$ cat src/rtl/frac_baud_pkg.sv
package frac_baud_pkg;
  localparam int DATA_W    = 8;
  localparam int ADDR_W    = 3;
  localparam int DIV_W     = 16;
  localparam int OVS_W     = 4;
  localparam int OVS_MIN   = 4;
  localparam int FRAC_BITS = 3;
  localparam int PRE_W     = 9;
  localparam int MODE_PRE_BIT = 7;

  typedef enum logic [ADDR_W-1:0] {
    A_DIV_LO = 3'd0,
    A_DIV_HI = 3'd1,
    A_MODE   = 3'd2,
    A_INDEX  = 3'd3,
    A_XDATA  = 3'd4
  } addr_e;

  localparam logic [DATA_W-1:0] X_OVS    = 8'd0;
  localparam logic [DATA_W-1:0] X_PRE_LO = 8'd1;
  localparam logic [DATA_W-1:0] X_PRE_HI = 8'd2;
  localparam logic [DATA_W-1:0] X_ACCESS = 8'd3;
endpackage

$ cat src/rtl/frac_baud_regs.sv
module frac_baud_regs
  import frac_baud_pkg::*;
#(
  parameter int DW   = DATA_W,
  parameter int AW   = ADDR_W,
  parameter int DVW  = DIV_W,
  parameter int OW   = OVS_W,
  parameter int OMIN = OVS_MIN,
  parameter int PW   = PRE_W,
  parameter int FB   = FRAC_BITS
) (
  input  logic          clk,
  input  logic          rst_n,
  input  logic          wr_en,
  input  logic          rd_en,
  input  logic [AW-1:0] addr,
  input  logic [DW-1:0] wdata,
  output logic [DW-1:0] rdata,
  output logic          cfg_wr,
  output logic [DVW-1:0] div_last,
  output logic [OW-1:0]  ovs_last,
  output logic [PW-1:0]  pre_code,
  output logic           pre_en
);
  localparam int HI_W = DVW - DW;
  localparam int PHI_W = PW - DW;
  localparam logic [PW-1:0] PRE_MIN = PW'(1 << FB);

  logic [DW-1:0]   div_lo_q, div_lo_d;
  logic [HI_W-1:0] div_hi_q, div_hi_d;
  logic [DW-1:0]   mode_q, mode_d;
  logic [DW-1:0]   index_q, index_d;
  logic [OW-1:0]   ovs_q, ovs_d;
  logic [DW-1:0]   pre_lo_q, pre_lo_d;
  logic [PHI_W-1:0] pre_hi_q, pre_hi_d;
  logic            rd_ok_q, rd_ok_d;
  logic            x_wr;
  logic [DVW-1:0]  div_raw;
  logic [PW-1:0]   pre_raw;

  assign x_wr = wr_en && (addr == A_XDATA);

  always_comb begin
    div_lo_d = div_lo_q;
    div_hi_d = div_hi_q;
    mode_d   = mode_q;
    index_d  = index_q;
    ovs_d    = ovs_q;
    pre_lo_d = pre_lo_q;
    pre_hi_d = pre_hi_q;
    rd_ok_d  = rd_ok_q;
    if (wr_en) begin
      case (addr)
        A_DIV_LO: div_lo_d = wdata;
        A_DIV_HI: div_hi_d = wdata[HI_W-1:0];
        A_MODE:   mode_d   = wdata;
        A_INDEX:  index_d  = wdata;
        default: ;
      endcase
    end
    if (x_wr) begin
      case (index_q)
        X_OVS:    ovs_d = wdata[OW-1:0];
        X_PRE_LO: begin
          pre_lo_d = wdata;
          pre_hi_d = '0;
        end
        X_PRE_HI: pre_hi_d = wdata[PHI_W-1:0];
        X_ACCESS: rd_ok_d  = wdata[0];
        default: ;
      endcase
    end
  end

  always_ff @(posedge clk or negedge rst_n) begin
    if (!rst_n) begin
      div_lo_q <= DW'(1);
      div_hi_q <= '0;
      mode_q   <= '0;
      index_q  <= '0;
      ovs_q    <= '0;
      pre_lo_q <= '0;
      pre_hi_q <= '0;
      rd_ok_q  <= 1'b0;
    end else begin
      div_lo_q <= div_lo_d;
      div_hi_q <= div_hi_d;
      mode_q   <= mode_d;
      index_q  <= index_d;
      ovs_q    <= ovs_d;
      pre_lo_q <= pre_lo_d;
      pre_hi_q <= pre_hi_d;
      rd_ok_q  <= rd_ok_d;
    end
  end

  always_comb begin
    rdata = '0;
    if (rd_en) begin
      case (addr)
        A_DIV_LO: rdata = div_lo_q;
        A_DIV_HI: rdata = DW'(div_hi_q);
        A_MODE:   rdata = mode_q;
        A_INDEX:  rdata = index_q;
        A_XDATA: begin
          if (rd_ok_q) begin
            case (index_q)
              X_OVS:    rdata = DW'(ovs_q);
              X_PRE_LO: rdata = pre_lo_q;
              X_PRE_HI: rdata = DW'(pre_hi_q);
              X_ACCESS: rdata = DW'(rd_ok_q);
              default:  rdata = '0;
            endcase
          end
        end
        default: rdata = '0;
      endcase
    end
  end

  assign cfg_wr = wr_en && ((addr == A_DIV_LO) || (addr == A_DIV_HI) || (addr == A_MODE) ||
                  ((addr == A_XDATA) && (index_q <= X_PRE_HI)));

  assign div_raw  = {div_hi_q, div_lo_q};
  assign div_last = (div_raw == '0) ? '0 : div_raw - DVW'(1);
  assign ovs_last = (ovs_q < OW'(OMIN)) ? '1 : ovs_q - OW'(1);
  assign pre_raw  = {pre_hi_q, pre_lo_q};
  assign pre_code = (pre_raw < PRE_MIN) ? PRE_MIN : pre_raw;
  assign pre_en   = mode_q[MODE_PRE_BIT];

  AST_PRE_HI_CLEARED: assert property (@(posedge clk) disable iff (!rst_n)
    (x_wr && index_q == X_PRE_LO) |=> (pre_hi_q == '0));
endmodule

$ cat src/rtl/frac_baud_prescale.sv
module frac_baud_prescale #(
  parameter int PW = 9,
  parameter int FB = 3
) (
  input  logic          clk,
  input  logic          rst_n,
  input  logic          clear,
  input  logic          enable,
  input  logic [PW-1:0] code,
  output logic          tick
);
  localparam int ACC_W = PW + 1;
  localparam logic [ACC_W-1:0] STEP = ACC_W'(1 << FB);

  logic [ACC_W-1:0] acc_q, acc_d, sum, code_x;

  assign code_x = {1'b0, code};
  assign sum    = acc_q + STEP;

  always_comb begin
    acc_d = acc_q;
    tick  = 1'b0;
    if (clear) begin
      acc_d = '0;
    end else if (!enable) begin
      acc_d = '0;
      tick  = 1'b1;
    end else if (sum >= code_x) begin
      acc_d = sum - code_x;
      tick  = 1'b1;
    end else begin
      acc_d = sum;
    end
  end

  always_ff @(posedge clk or negedge rst_n) begin
    if (!rst_n) acc_q <= '0;
    else        acc_q <= acc_d;
  end

  AST_ACC_BELOW_CODE: assert property (@(posedge clk) disable iff (!rst_n)
    enable |-> (acc_q < code_x));
endmodule

$ cat src/rtl/frac_baud_counter.sv
module frac_baud_counter #(
  parameter int W = 16
) (
  input  logic         clk,
  input  logic         rst_n,
  input  logic         clear,
  input  logic         step,
  input  logic [W-1:0] last_val,
  output logic         wrap
);
  logic [W-1:0] cnt_q, cnt_d;
  logic         at_last;

  assign at_last = (cnt_q == last_val);
  assign wrap    = step && at_last && !clear;

  always_comb begin
    cnt_d = cnt_q;
    if (clear)        cnt_d = '0;
    else if (step)    cnt_d = at_last ? '0 : cnt_q + W'(1);
  end

  always_ff @(posedge clk or negedge rst_n) begin
    if (!rst_n) cnt_q <= '0;
    else        cnt_q <= cnt_d;
  end

  AST_CNT_IN_RANGE: assert property (@(posedge clk) disable iff (!rst_n)
    cnt_q <= last_val);
endmodule

$ cat src/rtl/frac_baud_gen.sv
module frac_baud_gen
  import frac_baud_pkg::*;
#(
  parameter int DW   = DATA_W,
  parameter int AW   = ADDR_W,
  parameter int DVW  = DIV_W,
  parameter int OW   = OVS_W,
  parameter int OMIN = OVS_MIN,
  parameter int PW   = PRE_W,
  parameter int FB   = FRAC_BITS
) (
  input  logic          clk,
  input  logic          rst_n,
  input  logic          wr_en,
  input  logic          rd_en,
  input  logic [AW-1:0] addr,
  input  logic [DW-1:0] wdata,
  output logic [DW-1:0] rdata,
  output logic          sample_tick,
  output logic          bit_tick
);
  logic           cfg_wr;
  logic [DVW-1:0] div_last;
  logic [OW-1:0]  ovs_last;
  logic [PW-1:0]  pre_code;
  logic           pre_en;
  logic           pre_tick;
  logic           div_wrap;
  logic           sample_q, sample_d;

  frac_baud_regs #(.DW(DW), .AW(AW), .DVW(DVW), .OW(OW), .OMIN(OMIN), .PW(PW), .FB(FB)) u_regs (
    .clk(clk), .rst_n(rst_n), .wr_en(wr_en), .rd_en(rd_en), .addr(addr), .wdata(wdata),
    .rdata(rdata), .cfg_wr(cfg_wr), .div_last(div_last), .ovs_last(ovs_last),
    .pre_code(pre_code), .pre_en(pre_en)
  );

  frac_baud_prescale #(.PW(PW), .FB(FB)) u_pre (
    .clk(clk), .rst_n(rst_n), .clear(cfg_wr), .enable(pre_en), .code(pre_code), .tick(pre_tick)
  );

  frac_baud_counter #(.W(DVW)) u_div (
    .clk(clk), .rst_n(rst_n), .clear(cfg_wr), .step(pre_tick), .last_val(div_last), .wrap(div_wrap)
  );

  assign sample_d = div_wrap;

  always_ff @(posedge clk or negedge rst_n) begin
    if (!rst_n) sample_q <= 1'b0;
    else        sample_q <= sample_d;
  end

  frac_baud_counter #(.W(OW)) u_ovs (
    .clk(clk), .rst_n(rst_n), .clear(cfg_wr), .step(sample_q), .last_val(ovs_last), .wrap(bit_tick)
  );

  assign sample_tick = sample_q;

  AST_QUIET_AFTER_CFG: assert property (@(posedge clk) disable iff (!rst_n)
    cfg_wr |=> (!sample_tick && !bit_tick));
  AST_SAMPLE_SPACED: assert property (@(posedge clk) disable iff (!rst_n)
    (sample_tick && div_last != '0 && !cfg_wr) |=> !sample_tick);
  AST_BIT_ON_SAMPLE: assert property (@(posedge clk) disable iff (!rst_n)
    bit_tick |-> sample_tick);
endmodule

$ cat config.mk
export PLATFORM = sky130hd
export DESIGN_NAME = frac_baud_gen
export DESIGN_NICKNAME = d
export VERILOG_FILES = /design/src/rtl/frac_baud_pkg.sv /design/src/rtl/frac_baud_regs.sv /design/src/rtl/frac_baud_prescale.sv /design/src/rtl/frac_baud_counter.sv /design/src/rtl/frac_baud_gen.sv
export SDC_FILE = /design/constraint.sdc
export NUM_CORES = 1
export LEC_CHECK = 0
export BUFFER_PORTS_ARGS = -buffer_cell sky130_fd_sc_hd__buf_2
export CORE_MARGIN = 2
export CORE_UTILIZATION = 30
export CTS_BUF_LIST = sky130_fd_sc_hd__clkbuf_16
export DETAILED_ROUTE_END_ITERATION = 10
export SETUP_SLACK_MARGIN = 0.2
export SYNTH_ARGS = -nofsm -noshare
export SYNTH_HDL_FRONTEND = slang
export SYNTH_SLANG_ARGS = --single-unit
$ cat constraint.sdc
create_clock -name clk -period 3.2 [get_ports clk]
set_input_delay 0.64 -clock clk [delete_from_list [all_inputs] [get_ports clk]]
set_output_delay 0.64 -clock clk [all_outputs]
set_load 0.02 [all_outputs]
==> results of run 1 <==
==> critical path, cell delays in order (launching register included) <==
cell                       delay, ps
sky130_fd_sc_hd__dfrtp_1         410
sky130_fd_sc_hd__nor2_2           70
sky130_fd_sc_hd__nand2_1          80
sky130_fd_sc_hd__and2_1          140
sky130_fd_sc_hd__ha_2            190
sky130_fd_sc_hd__inv_2            40
sky130_fd_sc_hd__fa_2            350
sky130_fd_sc_hd__a21o_1          180
sky130_fd_sc_hd__a21o_1          190
sky130_fd_sc_hd__a21oi_2         190
sky130_fd_sc_hd__o21ai_1          90
sky130_fd_sc_hd__a211o_1         320
sky130_fd_sc_hd__nor2_4          240
sky130_fd_sc_hd__buf_12          170
sky130_fd_sc_hd__nand2_1          50
sky130_fd_sc_hd__o211ai_1         80
==> Yosys cell counts, types with 9 or more instances <==
library cell               count
sky130_fd_sc_hd__a21oi_1      13
sky130_fd_sc_hd__clkbuf_1     23
sky130_fd_sc_hd__dfrtp_1      76
sky130_fd_sc_hd__ha_1         14
sky130_fd_sc_hd__inv_1        21
sky130_fd_sc_hd__mux2_2       42
sky130_fd_sc_hd__mux2i_1      10
sky130_fd_sc_hd__nand2_1      67
sky130_fd_sc_hd__nand3_1      15
sky130_fd_sc_hd__nand4_1       9
sky130_fd_sc_hd__nor2_1       52
sky130_fd_sc_hd__nor3_1       26
sky130_fd_sc_hd__nor4_1       10
sky130_fd_sc_hd__o211ai_1      9
sky130_fd_sc_hd__o21ai_0      32
sky130_fd_sc_hd__xnor2_1      20
==> power breakdown <==
group / internal [uW] / switching (uW)
Sequential: 1110 / 221
Clock: 607 / 436
Combinational: 613 / 645
Total: 2330 / 1300
==> area by class of cell <==
cell class / instances / area, um^2
Fill cell: 1760 / 10900
Inverter: 22 / 83.8
Clock inverter: 7 / 72.6
Multi-Input combinational cell: 457 / 3340
Sequential cell: 77 / 1930
Clock buffer: 9 / 225
Timing Repair Buffer: 69 / 498
Tap cell: 225 / 282
==> sequential cells by signal, summed over array words and instances, names as in the netlist <==
signal / flops
u_regs.mode_q: 8
u_regs.pre_hi_q: 1
u_regs.pre_lo_q: 8
u_regs.div_lo_q: 8
sample_tick: 1
u_regs.div_hi_q: 8
u_regs.rd_ok_q: 1
u_regs.ovs_q: 4
u_div.cnt_q: 16
u_pre.acc_q: 10
u_ovs.cnt_q: 4
u_regs.index_q: 8
==> per-layer routing <==
layer	vias to the layer above	GRT usage (%)	part of all wire [%]
li1	2260	-	-
met1	2203	22.2	50
met2	86	24.0	45
met3	14	2.30	3.2
met4	0	5.73	1.9
met5	-	0	0
==> kinds of logic after synthesis <==
| kind of cell | Yosys count |
|---|---|
| adders and majority gates | 15 |
| DFF | 77 |
| buffers and inverters | 54 |
| muxes | 60 |
| and+or+nand+nor | 237 |
| AOI/OAI and AO/OA | 118 |
| xor gates and xnor gates | 26 |
==> worst paths after layout <==
kind / from / endpoint / slack, ps
setup / recovery: u_regs.pre_lo_q[7] / u_div.cnt_q[12] / 300
hold / removal: rst_n / u_pre.acc_q[4] / 460
setup reg to reg: u_regs.pre_lo_q[7] / u_div.cnt_q[12] / 300
hold reg to reg: u_regs.mode_q[3] / u_regs.mode_q[3] / 510
max in group asynchronous: rst_n / u_regs.ovs_q[0] / 2030
min in group clk: u_regs.mode_q[3] / u_regs.mode_q[3] / 510
==> stage by stage <==
step	power [uW]	worst slack, ps
floorplan	2090	208
global placement	2440	120
detailed placement	2440	41.4
CTS	3560	206
global route	3870	198
finish	3630	302
==> repair_timing <==
| action | 4_1_cts | 5_1_grt |
|---|---|---|
| setup endpoints to repair | 30 | 31 |
| setup buffers | 3 | 13 |
| gates cloned | 1 | 1 |
| pin swaps | 1 | 10 |
| gates resized for setup | 11 | 32 |
==> impl_summary.md, run 1 <==
Power
The power density of the placed cells is 564 nW/um^2. VDD sags by at most 0.358 mV. In this run the static leakage power is 0.00259 uW.

Routing
Detailed routing inserted a total of 4563 vias. The per-cell via count in the routed design is between 5 and 6. After detailed routing, the average wire length per cell comes to 16.0 um. After detailed routing, the total wire length is 13900 um.

The antenna violation net count after detailed routing is 0. In this run, the number of DRC markers left after iteration 0 of detailed routing was ~160. The first detailed-routing pass ran for 4 iterations. The count of unresolved DRC violations after routing is 0.

Layout
The top cell types in the final layout, fill and taps aside, are sky130_fd_sc_hd__dfrtp_1, sky130_fd_sc_hd__nand2_1, sky130_fd_sc_hd__nor2_1. The layout net count is 666. The repair_antennas step left the layout with diodes totalling 0. The final non-filler cell area is ~6400 um^2. In the final layout, the share of cells above drive strength 1 is between 20% and 30%. The area added between synthesis and finish is 21.1%. The most common cell after layout, fill and taps aside is sky130_fd_sc_hd__dfrtp_1.

The core occupancy in the finished layout is 37.2%. The finished layout holds ~870 standard cells, fillers aside.

Synthesis
The average cell area after synthesis is slightly above 9 um^2. Sequential elements use between 30% and 40% of the synthesized area. Of the total synthesized cell area, the portion taken by AND, OR, NAND and NOR gates is 22.9%.

The total of warnings raised by yosys is 0. The number of nets handed over by synthesis was 617. In the synthesized netlist the dominant register cell turns out to be sky130_fd_sc_hd__dfrtp_1. Of the total synthesized cell area, the portion taken by XOR and XNOR cells is 4.29%. Of the post-synthesis cell area, the part taken by muxes is 14.2%.

The synthesized design contains 0 enable-type register cells. The async set-reset flop share out of synthesis is 100%. The synthesized instance count is 587.

Synthesis inferred 77 register bits. The library cell occupying the most area in the post-synthesis netlist is sky130_fd_sc_hd__dfrtp_1. The number of distinct library cells after synthesis is 68. The synthesized design devotes to its leading area cell type 35.8% of total area. Yosys attributes the largest share of cell area to sky130_fd_sc_hd__dfrtp_1, sky130_fd_sc_hd__mux2_2, sky130_fd_sc_hd__nand2_1, sky130_fd_sc_hd__nor2_1, sky130_fd_sc_hd__mux4_2. The synthesized netlist occupies a cell area of ~5300 um^2. The compound-cell area share of the yosys netlist is 14.7%. The largest family of logic cells by synthesized area is simple AND/OR/NAND/NOR gates. The adder-cell area share of the yosys netlist is about 3.7%.

Worst setup path
STA puts the critical path data required time at 3460 ps. For the worst flop-to-flop path, the logic depth is 15. The category of the most critical setup path is flop to flop. Of all nets on the critical path, the largest fanout is 8. Data on the critical path arrives at its endpoint at 3160 ps. The kind of capture point of the worst setup path is a flop.

The startpoint type of the worst setup path is a flop.

Placement
At the end of routability-driven placement, the weighted congestion stood at 0.810. In this run the cell area measured after placement is 5810 um^2. The number of placed instances, taps included, is 832. The count of input and output buffers is 24. The half-perimeter wire length after placement is 9890 um.

Timing
The max-slew violation total from the final report is 0. In this run the tightest slew margin relative to its limit is 32.8%. The count of final setup violators is 0. The routed design could run at a clock period as short as 2900 ps. Between clock sinks in the finished design, the worst skew comes to roughly 14 ps. Setup repair after global routing could not meet its margin everywhere. At the pin with the least slew margin, the transition time is 1010 ps. The total count of hold-check failures in the final report came to 0. The worst hold slack is 461 ps. The final period utilization is 90.6%. Setup total negative slack on the finished layout was measured at 0 ps. The upper clock frequency limit is 0.345 GHz.

Floorplan
The initialized floorplan defines 48 standard-cell rows. The die covers 18800 um^2. The top-level port count is 25. The width of the die is between 100 and 150 um. The floorplan core area is 17300 um^2.

The starting density of the core is 30.7%. The height of the die is roughly 140 um.

Clock network
TritonCTS built the clock tree. The cell sitting at the root of the clock tree is a sky130_fd_sc_hd__clkbuf_16. The number of buffers on the longest clock path is 2. The clock sink count is 77. After clock tree synthesis, the clock-pin slew on the worst setup and hold paths is 60 ps. The clock latency at the later pin of the worst-skew pair is 350 ps.

The CTS buffer count is 9. In this run, post-CTS hold repair placed 0 buffers. In this run the number of H-tree levels came out at 3.

Global routing
The via count of the first global-routing pass is 4295. The initial antenna violation count came to 0. The pin count of the biggest net entering global routing is 78. Global routing finished with a remaining overflow of 0. Across every metal layer, demand over resource in global routing totals between 10% and 20%. The first global-routing pass estimated 22900 um of wire.

Min path
The min-delay analysis places its worst path in the category primary input to asynchronous set/reset pin.

Outcome
The flow ran to the end, and the final reports show no timing, DRC or antenna violations.

Run
The max-cap check violation count is 0.
Note: power is estimated with default switching activity, not from simulation.
==> inputs of run 2 (changes only) <==
- MAX_ROUTING_LAYER: unset -> met4
==> run 2 against run 1 <==
Core utilization unchanged; register-to-register slack about the same; non-clock buffer count did not move; critical endpoint is now u_div.cnt_q[0].
==> impl_summary.md, run 2 (synthesis gave the netlist of run 1 again) <==
Worst setup path
Walking the worst path, the cells encountered are nor2_2 > nand2_1 > and2_1 > ha_2 > inv_2 > fa_2 > a21o_1 > a21o_1 > a21oi_2 > o21ai_1 > a211o_1 > nor2_4 > clkbuf_16 > nand2_1 > o21ai_1. The worst register-to-register path ends at u_div.cnt_q[0]. The depth of the worst register-to-register path is 15 (unchanged). The reg-to-reg setup timing slack is 300 ps (about the same). The startpoint identified for the worst register-to-register timing path is u_regs.pre_lo_q[7]. The biggest fanout along the worst timing path is 8 (unchanged). The data arrival time of the critical path came to 3180 ps (+20 ps).

The critical path required time is 3480 ps (+20 ps). The kind of capture point of the worst setup path is a flop. STA classifies the critical path startpoint as a flop. The setup path with the least slack is of type flop to flop. Among all stages on the critical path, the largest delay is contributed by sky130_fd_sc_hd__dfrtp_1. The maximum single-stage delay on the critical path came to 410 ps (about the same).

Placement
The half-perimeter wire length after placement was 9890 um (unchanged). The cell area reported after detailed placement came to 5810 um^2 (unchanged). The global placement routability congestion is 0.822 (+1.5%). The count of input and output buffers is 24 (unchanged). The total instance count after detailed placement came to 832 (unchanged).

The post-placement setup slack was 41.4 ps (unchanged).

Timing
The clock skew is 10.9 ps (-3.13 ps). The max-slew violation total from the final report was 0 (unchanged). The slew at the pin with the worst max-slew slack is 1010 ps (+3.30 ps). The final-layout setup total negative slack is 0 ps (unchanged). The count of final setup violators was 0 (unchanged). The smallest setup slack after layout is 297 ps (-4.46 ps). Setup repair after global routing could not meet its margin everywhere. The minimum clock period was 2900 ps (+4.46 ps). The final period utilization came to 90.7% (+0.14 points). The upper clock frequency limit is 0.344 GHz (-0.15%).

The relative slew slack is 32.6% (-0.22 points). The total count of hold-check failures in the final report came to 0 (unchanged).

Layout
The most common cell after layout, fill and taps aside is sky130_fd_sc_hd__dfrtp_1. The core occupancy in the finished layout is 37.2% (unchanged). The largest registers in the layout are u_div.cnt_q: 16 flops, u_pre.acc_q: 10 flops. The antenna diode count is 0 (unchanged). The post-layout instance count excluding filler cells is 866 (unchanged). The final non-filler cell area is 6430 um^2 (unchanged). Leaving out fill and tap cells, the most frequent cells in the layout are sky130_fd_sc_hd__dfrtp_1, sky130_fd_sc_hd__nand2_1, sky130_fd_sc_hd__nor2_1. The top register by number of flip-flops is u_div.cnt_q. The flip-flop count of the largest register, all copies and words added is 16 (unchanged). The area occupied by registers is 1930 um^2 (unchanged). The layout net count is 666 (unchanged). The area of combinational cells with multiple inputs is 3340 um^2 (unchanged). The proportion of layout cells with a drive suffix above 1 is 27.9% (unchanged). The area added between synthesis and finish is 21.1% (unchanged). The filler cell count is 1760 (unchanged).

Routing
The antenna violation net count after detailed routing is 0 (unchanged). The iteration-0 DRC count of the detailed router is 209 (+29%). The count of unresolved DRC violations after routing is 0 (unchanged). The post-detailed-routing wire length is 13900 um (+0.12%). The via count of the routed design was 4567 (+0.088%). The mean routed wirelength per cell is 16.0 um (+0.12%). The number of detailed-routing iterations run before antenna repair is 4 (unchanged).

The per-cell via count in the routed design is 5.27 (about the same).

Clock network
The clock latency at the later pin of the worst-skew pair came to 350 ps (about the same). The number of H-tree branching levels is 3 (unchanged). The number of buffers inserted by hold repair at cts is 0 (unchanged). The clock sink count came to 77 (unchanged). The clock root buffer is sky130_fd_sc_hd__clkbuf_16. The CTS buffer count is 9 (unchanged). The CTS tree is built.

The number of buffers on the longest clock path is 2 (unchanged). The clock slew seen by the registers of the worst setup and hold paths is 60 ps (about the same).

Floorplan
The width of the die is 137 um (unchanged). The starting density of the core came to 30.7% (unchanged). The floorplan core area is 17300 um^2 (unchanged).

The height of the die was 137 um (unchanged). The number of core rows is 48 (unchanged). The top-level port count came to 25 (unchanged). The die footprint is 18800 um^2 (unchanged).

Global routing
The wire length of the first global-routing pass is 22900 um (+0.12%). The via count of the first global-routing pass came to 4289 (-0.14%). The met1 layer usage reported by global route is 22.2% (+0.046 points). The total congestion overflow after global routing is 0 (unchanged). The global routing met2 resource utilization is 24.0% (unchanged).

The pin count of the biggest net entering global routing is 78 (unchanged). The highest-utilization routing layer at the global route stage is met2. The routing usage on met3 is 1.78% (-0.52 points). The initial antenna violation count is 0 (unchanged). The overall global routing resource usage was 16.1% (+0.48 points).

Run
The max-cap check violation count was 0 (unchanged).

Outcome
The run finished with clean final reports.

Power
The power density of the placed cells came to 565 nW/um^2 (about the same). The highest ir drop seen on vdd is 0.358 mV (about the same). The cell leakage power is 0.00259 uW (unchanged).

Min path
The path class of the tightest hold or removal check is primary input to asynchronous set/reset pin.
run 2: cell counts in the layout (fill, tap and decap cells not counted):
Identical to the previous run, type by type.
run 2: timing repair:
| item | 4_1_cts | 5_1_grt |
|---|---|---|
| setup buffers | 3 | 13 |
| gates cloned | 1 | 1 |
| resized for setup | 11 | 32 |
| setup endpoints to repair | 30 | 31 |
| pin swaps | 1 | 10 |
run 2: per-stage QoR:
step                      total power, uW  hold WS (ps)
final                                3630           463
after CTS                            3560           507
after detailed placement             2440           494
after floorplan                      2090           344
after global routing                 3870           537
after global placement               2440           485
run 2: routing by layer:
layer / vias to the layer above / routed length [um]
met1: 2213 / 6920
li1: 2257 / -
met5: - / 0
met4: 0 / 296
met3: 17 / 389
met2: 80 / 6290
run 2: worst max-delay path by stage:
stage                                 end               start  slack [ps]  cells past startpoint
after global placement     u_div.cnt_q[4]     u_regs.pre_hi_q         120                     15
after CTS                  u_div.cnt_q[1]  u_regs.div_lo_q[0]         210                     11
after detailed placement   u_div.cnt_q[4]  u_regs.pre_lo_q[5]          40                     15
final                      u_div.cnt_q[0]  u_regs.pre_lo_q[7]         300                     15
after global routing      u_div.cnt_q[13]  u_regs.div_lo_q[0]         200                     13
after floorplan           u_div.cnt_q[13]  u_regs.pre_lo_q[6]         210                     15
run 2: area by class of cell:
cell class                 instances  area share, %
timing repair buffer              69           7.74
multi-input combinational        457           51.9
clock buffer                       9           3.50
tap                              225           4.38
clock inverter                     7           1.13
sequential                        77           30.0
inverter                          22           1.30
run 2: critical path, delay by kind of cell (launching register included):
kind / cells / cell delay (ps)
flops: 1 / 410
buf+inv: 2 / 240
fa+ha+maj: 2 / 540
compound gates: 6 / 1060
simple gates: 5 / 580
run 2: power by group:
group / switching, uW / internal (uW) / leakage, uW
sequential: 222 / 1110 / 0.000991
combinational: 645 / 613 / 0.00145
clock: 438 / 607 / 0.000144
==> inputs of run 3 (changes only) <==
- REMOVE_ABC_BUFFERS: unset -> 1
==> run 3 against run 2 <==
Die area did not move; maximum frequency rose by 1.1%; via count fell by 1.1%; non-clock buffer count fell by 12; critical path type unchanged; combinational power fell by 7%; highest routed layer unchanged; global-route usage fell by 0.52 points; core utilization fell by 0.96 points.
==> impl_summary.md, run 3 (synthesis gave the netlist of run 1 again) <==
Timing
Setup repair after global routing could not meet its margin everywhere. The upper clock frequency limit is 0.348 GHz (+1.1%). The final-layout setup total negative slack is 0 ps (unchanged).

The slew at the pin with the worst max-slew slack is 993 ps (-18.0 ps). The relative slew slack is 33.8% (+1.2 points). The minimum clock period is 2870 ps (-32.8 ps). The clock skew is 10.7 ps (-0.183 ps).

The worst hold slack came to 458 ps (-5.52 ps). The count of final setup violators was 0 (unchanged). The total count of hold-check failures in the final report is 0 (unchanged).

The final period utilization is 89.7% (-1.0 points). The smallest setup slack after layout is 330 ps (+32.8 ps). The max-slew violation total from the final report is 0 (unchanged).

Global routing
The overall global routing resource usage was 15.6% (-0.52 points). The initial antenna violation count is 0 (unchanged). The total congestion overflow after global routing is 0 (unchanged). The wire length of the first global-routing pass is 22300 um (-2.4%). The pin count of the biggest net entering global routing came to 78 (unchanged). The via count of the first global-routing pass is 4285 (-0.093%).

Worst setup path
The reg-to-reg setup timing slack came to 330 ps (+30 ps). The depth of the worst register-to-register path is 9 (-6). The biggest fanout along the worst timing path is 7 (-1). The capturing point of the worst reg2reg path is u_div.cnt_q[1]. STA classifies the critical path endpoint as a flop. The critical path required time is 3430 ps (-50 ps).

The data arrival time of the critical path came to 3100 ps (-80 ps). The maximum single-stage delay on the critical path is 610 ps (+200 ps). STA classifies the critical path startpoint as a flop.

The start point of the critical path is u_regs.div_lo_q[2]. The worst setup path is of the flop to flop kind. The critical path ends at u_div.cnt_q[1].

The signal on the critical path passes through or4_4 > nor4_2 > o21ai_1 > a22o_1 > nor4b_2 > nand4_1 > buf_4 > or2_1 > a32o_1. In this run the critical register-to-register path is launched from u_regs.div_lo_q[2]. Among all stages on the critical path, the largest delay is contributed by sky130_fd_sc_hd__or4_4.

Layout
The proportion of layout cells with a drive suffix above 1 is 25.9% (-2.1 points). The layout net count was 655 (-1.7%). Leaving out fill and tap cells, the most frequent cells in the layout are sky130_fd_sc_hd__dfrtp_1, sky130_fd_sc_hd__nand2_1, sky130_fd_sc_hd__nor2_1.

The antenna diode count is 0 (unchanged). The post-layout instance count excluding filler cells is 855 (-1.3%). The register with the most flip-flops in the final layout is u_div.cnt_q. The flip-flop count of the largest register, all copies and words added is 16 (unchanged). The area added between synthesis and finish is 18.0%. The library cell used most frequently in the layout, excluding fill and tap cells, is sky130_fd_sc_hd__dfrtp_1. In the final layout, the registers with the most flip-flops are u_div.cnt_q: 16 flops, u_pre.acc_q: 10 flops.

Placement
The total instance count after detailed placement is 827 (-0.60%). The global placement routability congestion came to 0.873 (+6.2%). The half-perimeter wire length after placement is 9860 um (-0.33%).

The count of input and output buffers was 24 (unchanged). The post-placement setup slack is 164 ps (+123 ps).

Floorplan
The starting density of the core is 30.7% (unchanged). The die footprint is 18800 um^2 (unchanged). The floorplan core area is 17300 um^2 (unchanged). The top-level port count is 25 (unchanged). The width of the die came to 137 um (unchanged).

The number of core rows is 48 (unchanged). The height of the die is 137 um (unchanged).

Power
The power density of the placed cells is 554 nW/um^2 (-2.0%). The cell leakage power is 0.00249 uW (-3.6%). The total power after layout came to 3470 uW (-4.5%). The highest ir drop seen on vdd came to 0.412 mV (+15%).

Routing
The count of unresolved DRC violations after routing was 0 (unchanged). The number of detailed-routing iterations run before antenna repair is 4 (unchanged). The per-cell via count in the routed design came to 5.28 (+0.16%). The post-detailed-routing wire length was 13800 um (-0.81%). The antenna violation net count after detailed routing is 0 (unchanged). The iteration-0 DRC count of the detailed router was 291 (+39%). The mean routed wirelength per cell is 16.1 um (+0.46%).

The via count of the routed design is 4516 (-1.1%).

Min path
The min-delay analysis places its worst path in the category primary input to asynchronous set/reset pin.

Outcome
The flow ran to the end, and the final reports show no timing, DRC or antenna violations.

Clock network
The number of H-tree branching levels is 3 (unchanged). The CTS tree is built. The clock latency at the later pin of the worst-skew pair is 340 ps (about the same).

The number of buffers on the longest clock path is 2 (unchanged). The clock sink count is 77 (unchanged). The CTS buffer count came to 9 (unchanged).

The clock slew seen by the registers of the worst setup and hold paths is 60 ps (about the same). The root buffer cell chosen for the clock tree is sky130_fd_sc_hd__clkbuf_16.

Run
The max-cap check violation count is 0 (unchanged).
run 3: cell count changes in the layout (fill, tap and decap cells not counted), moves of 2 or more:
| cell | delta |
|---|---|
| sky130_fd_sc_hd__buf_4 | -12 |
| sky130_fd_sc_hd__clkinvlp_4 | +3 |
| sky130_fd_sc_hd__dfrtp_1 | -3 |
| sky130_fd_sc_hd__dfrtp_2 | +3 |
| sky130_fd_sc_hd__nor4_2 | -3 |
| sky130_fd_sc_hd__inv_1 | +2 |
| sky130_fd_sc_hd__nor2_1 | +2 |
| sky130_fd_sc_hd__nor2_2 | -2 |
| sky130_fd_sc_hd__nor4_1 | +2 |
| sky130_fd_sc_hd__o21ai_0 | +2 |
| sky130_fd_sc_hd__o21ai_1 | -2 |
run 3: metal layers:
metal	vias up	track usage (%)	part of all wire, %
li1	2234	-	-
met1	2204	20.6	48
met5	-	-	0
met4	0	4.47	1.3
met3	13	2.41	2.8
met2	65	24.8	48
run 3: repair_timing:
action	CTS	global route
endpoints found under the hold margin	0	0
endpoints found under the setup margin	10	32
pin swaps	1	5
gates resized for setup	5	33
setup buffers	0	8
hold buffers	0	0
gates cloned	0	4
run 3: layout make-up:
| class | instances | area (um^2) |
|---|---|---|
| Timing Repair inverter | 1 | 5.00 |
| Inverter | 22 | 86.3 |
| Tap cell | 225 | 282 |
| Multi-Input combinational cell | 457 | 3300 |
| Timing Repair Buffer | 57 | 379 |
| Sequential cell | 77 | 1930 |
| Clock inverter | 7 | 48.8 |
| Clock buffer | 9 | 225 |
| Fill cell | 1781 | 11000 |
run 3: worst min path at each step:
stage / endpoint / slack (ps) / cells after the start / from
after floorplan: sample_tick / 340 / 0 / rst_n
after global placement: u_regs.mode_q[0] / 490 / 1 / u_regs.mode_q[0]
after detailed placement: u_regs.mode_q[0] / 490 / 1 / u_regs.mode_q[0]
after CTS: u_regs.ovs_q[3] / 510 / 1 / rst_n
after global routing: u_regs.mode_q[5] / 520 / 1 / u_regs.mode_q[5]
final: u_regs.index_q[1] / 460 / 1 / rst_n
run 3: stage by stage:
stage               instance area [um^2]  utilization (%)
global route                        6260             36.2
floorplan                           5180                -
finish                              6260             36.2
CTS                                 6060             35.0
detailed placement                  5760             33.3
global placement                    5760             33.3
run 3: power by group:
| part | internal (uW) | switching (uW) | leakage [uW] |
|---|---|---|---|
| registers | 1110 | 238 | 0.000987 |
| logic | 561 | 612 | 0.00138 |
| clock network | 526 | 425 | 0.000130 |
run 3: worst max-delay path: cells and delay by family (launching register included):
family	cells	cell delay, ps
and+or+nand+nor	5	1540
DFF	1	470
AOI/OAI and AO/OA	3	550
buffers and inverters	1	190
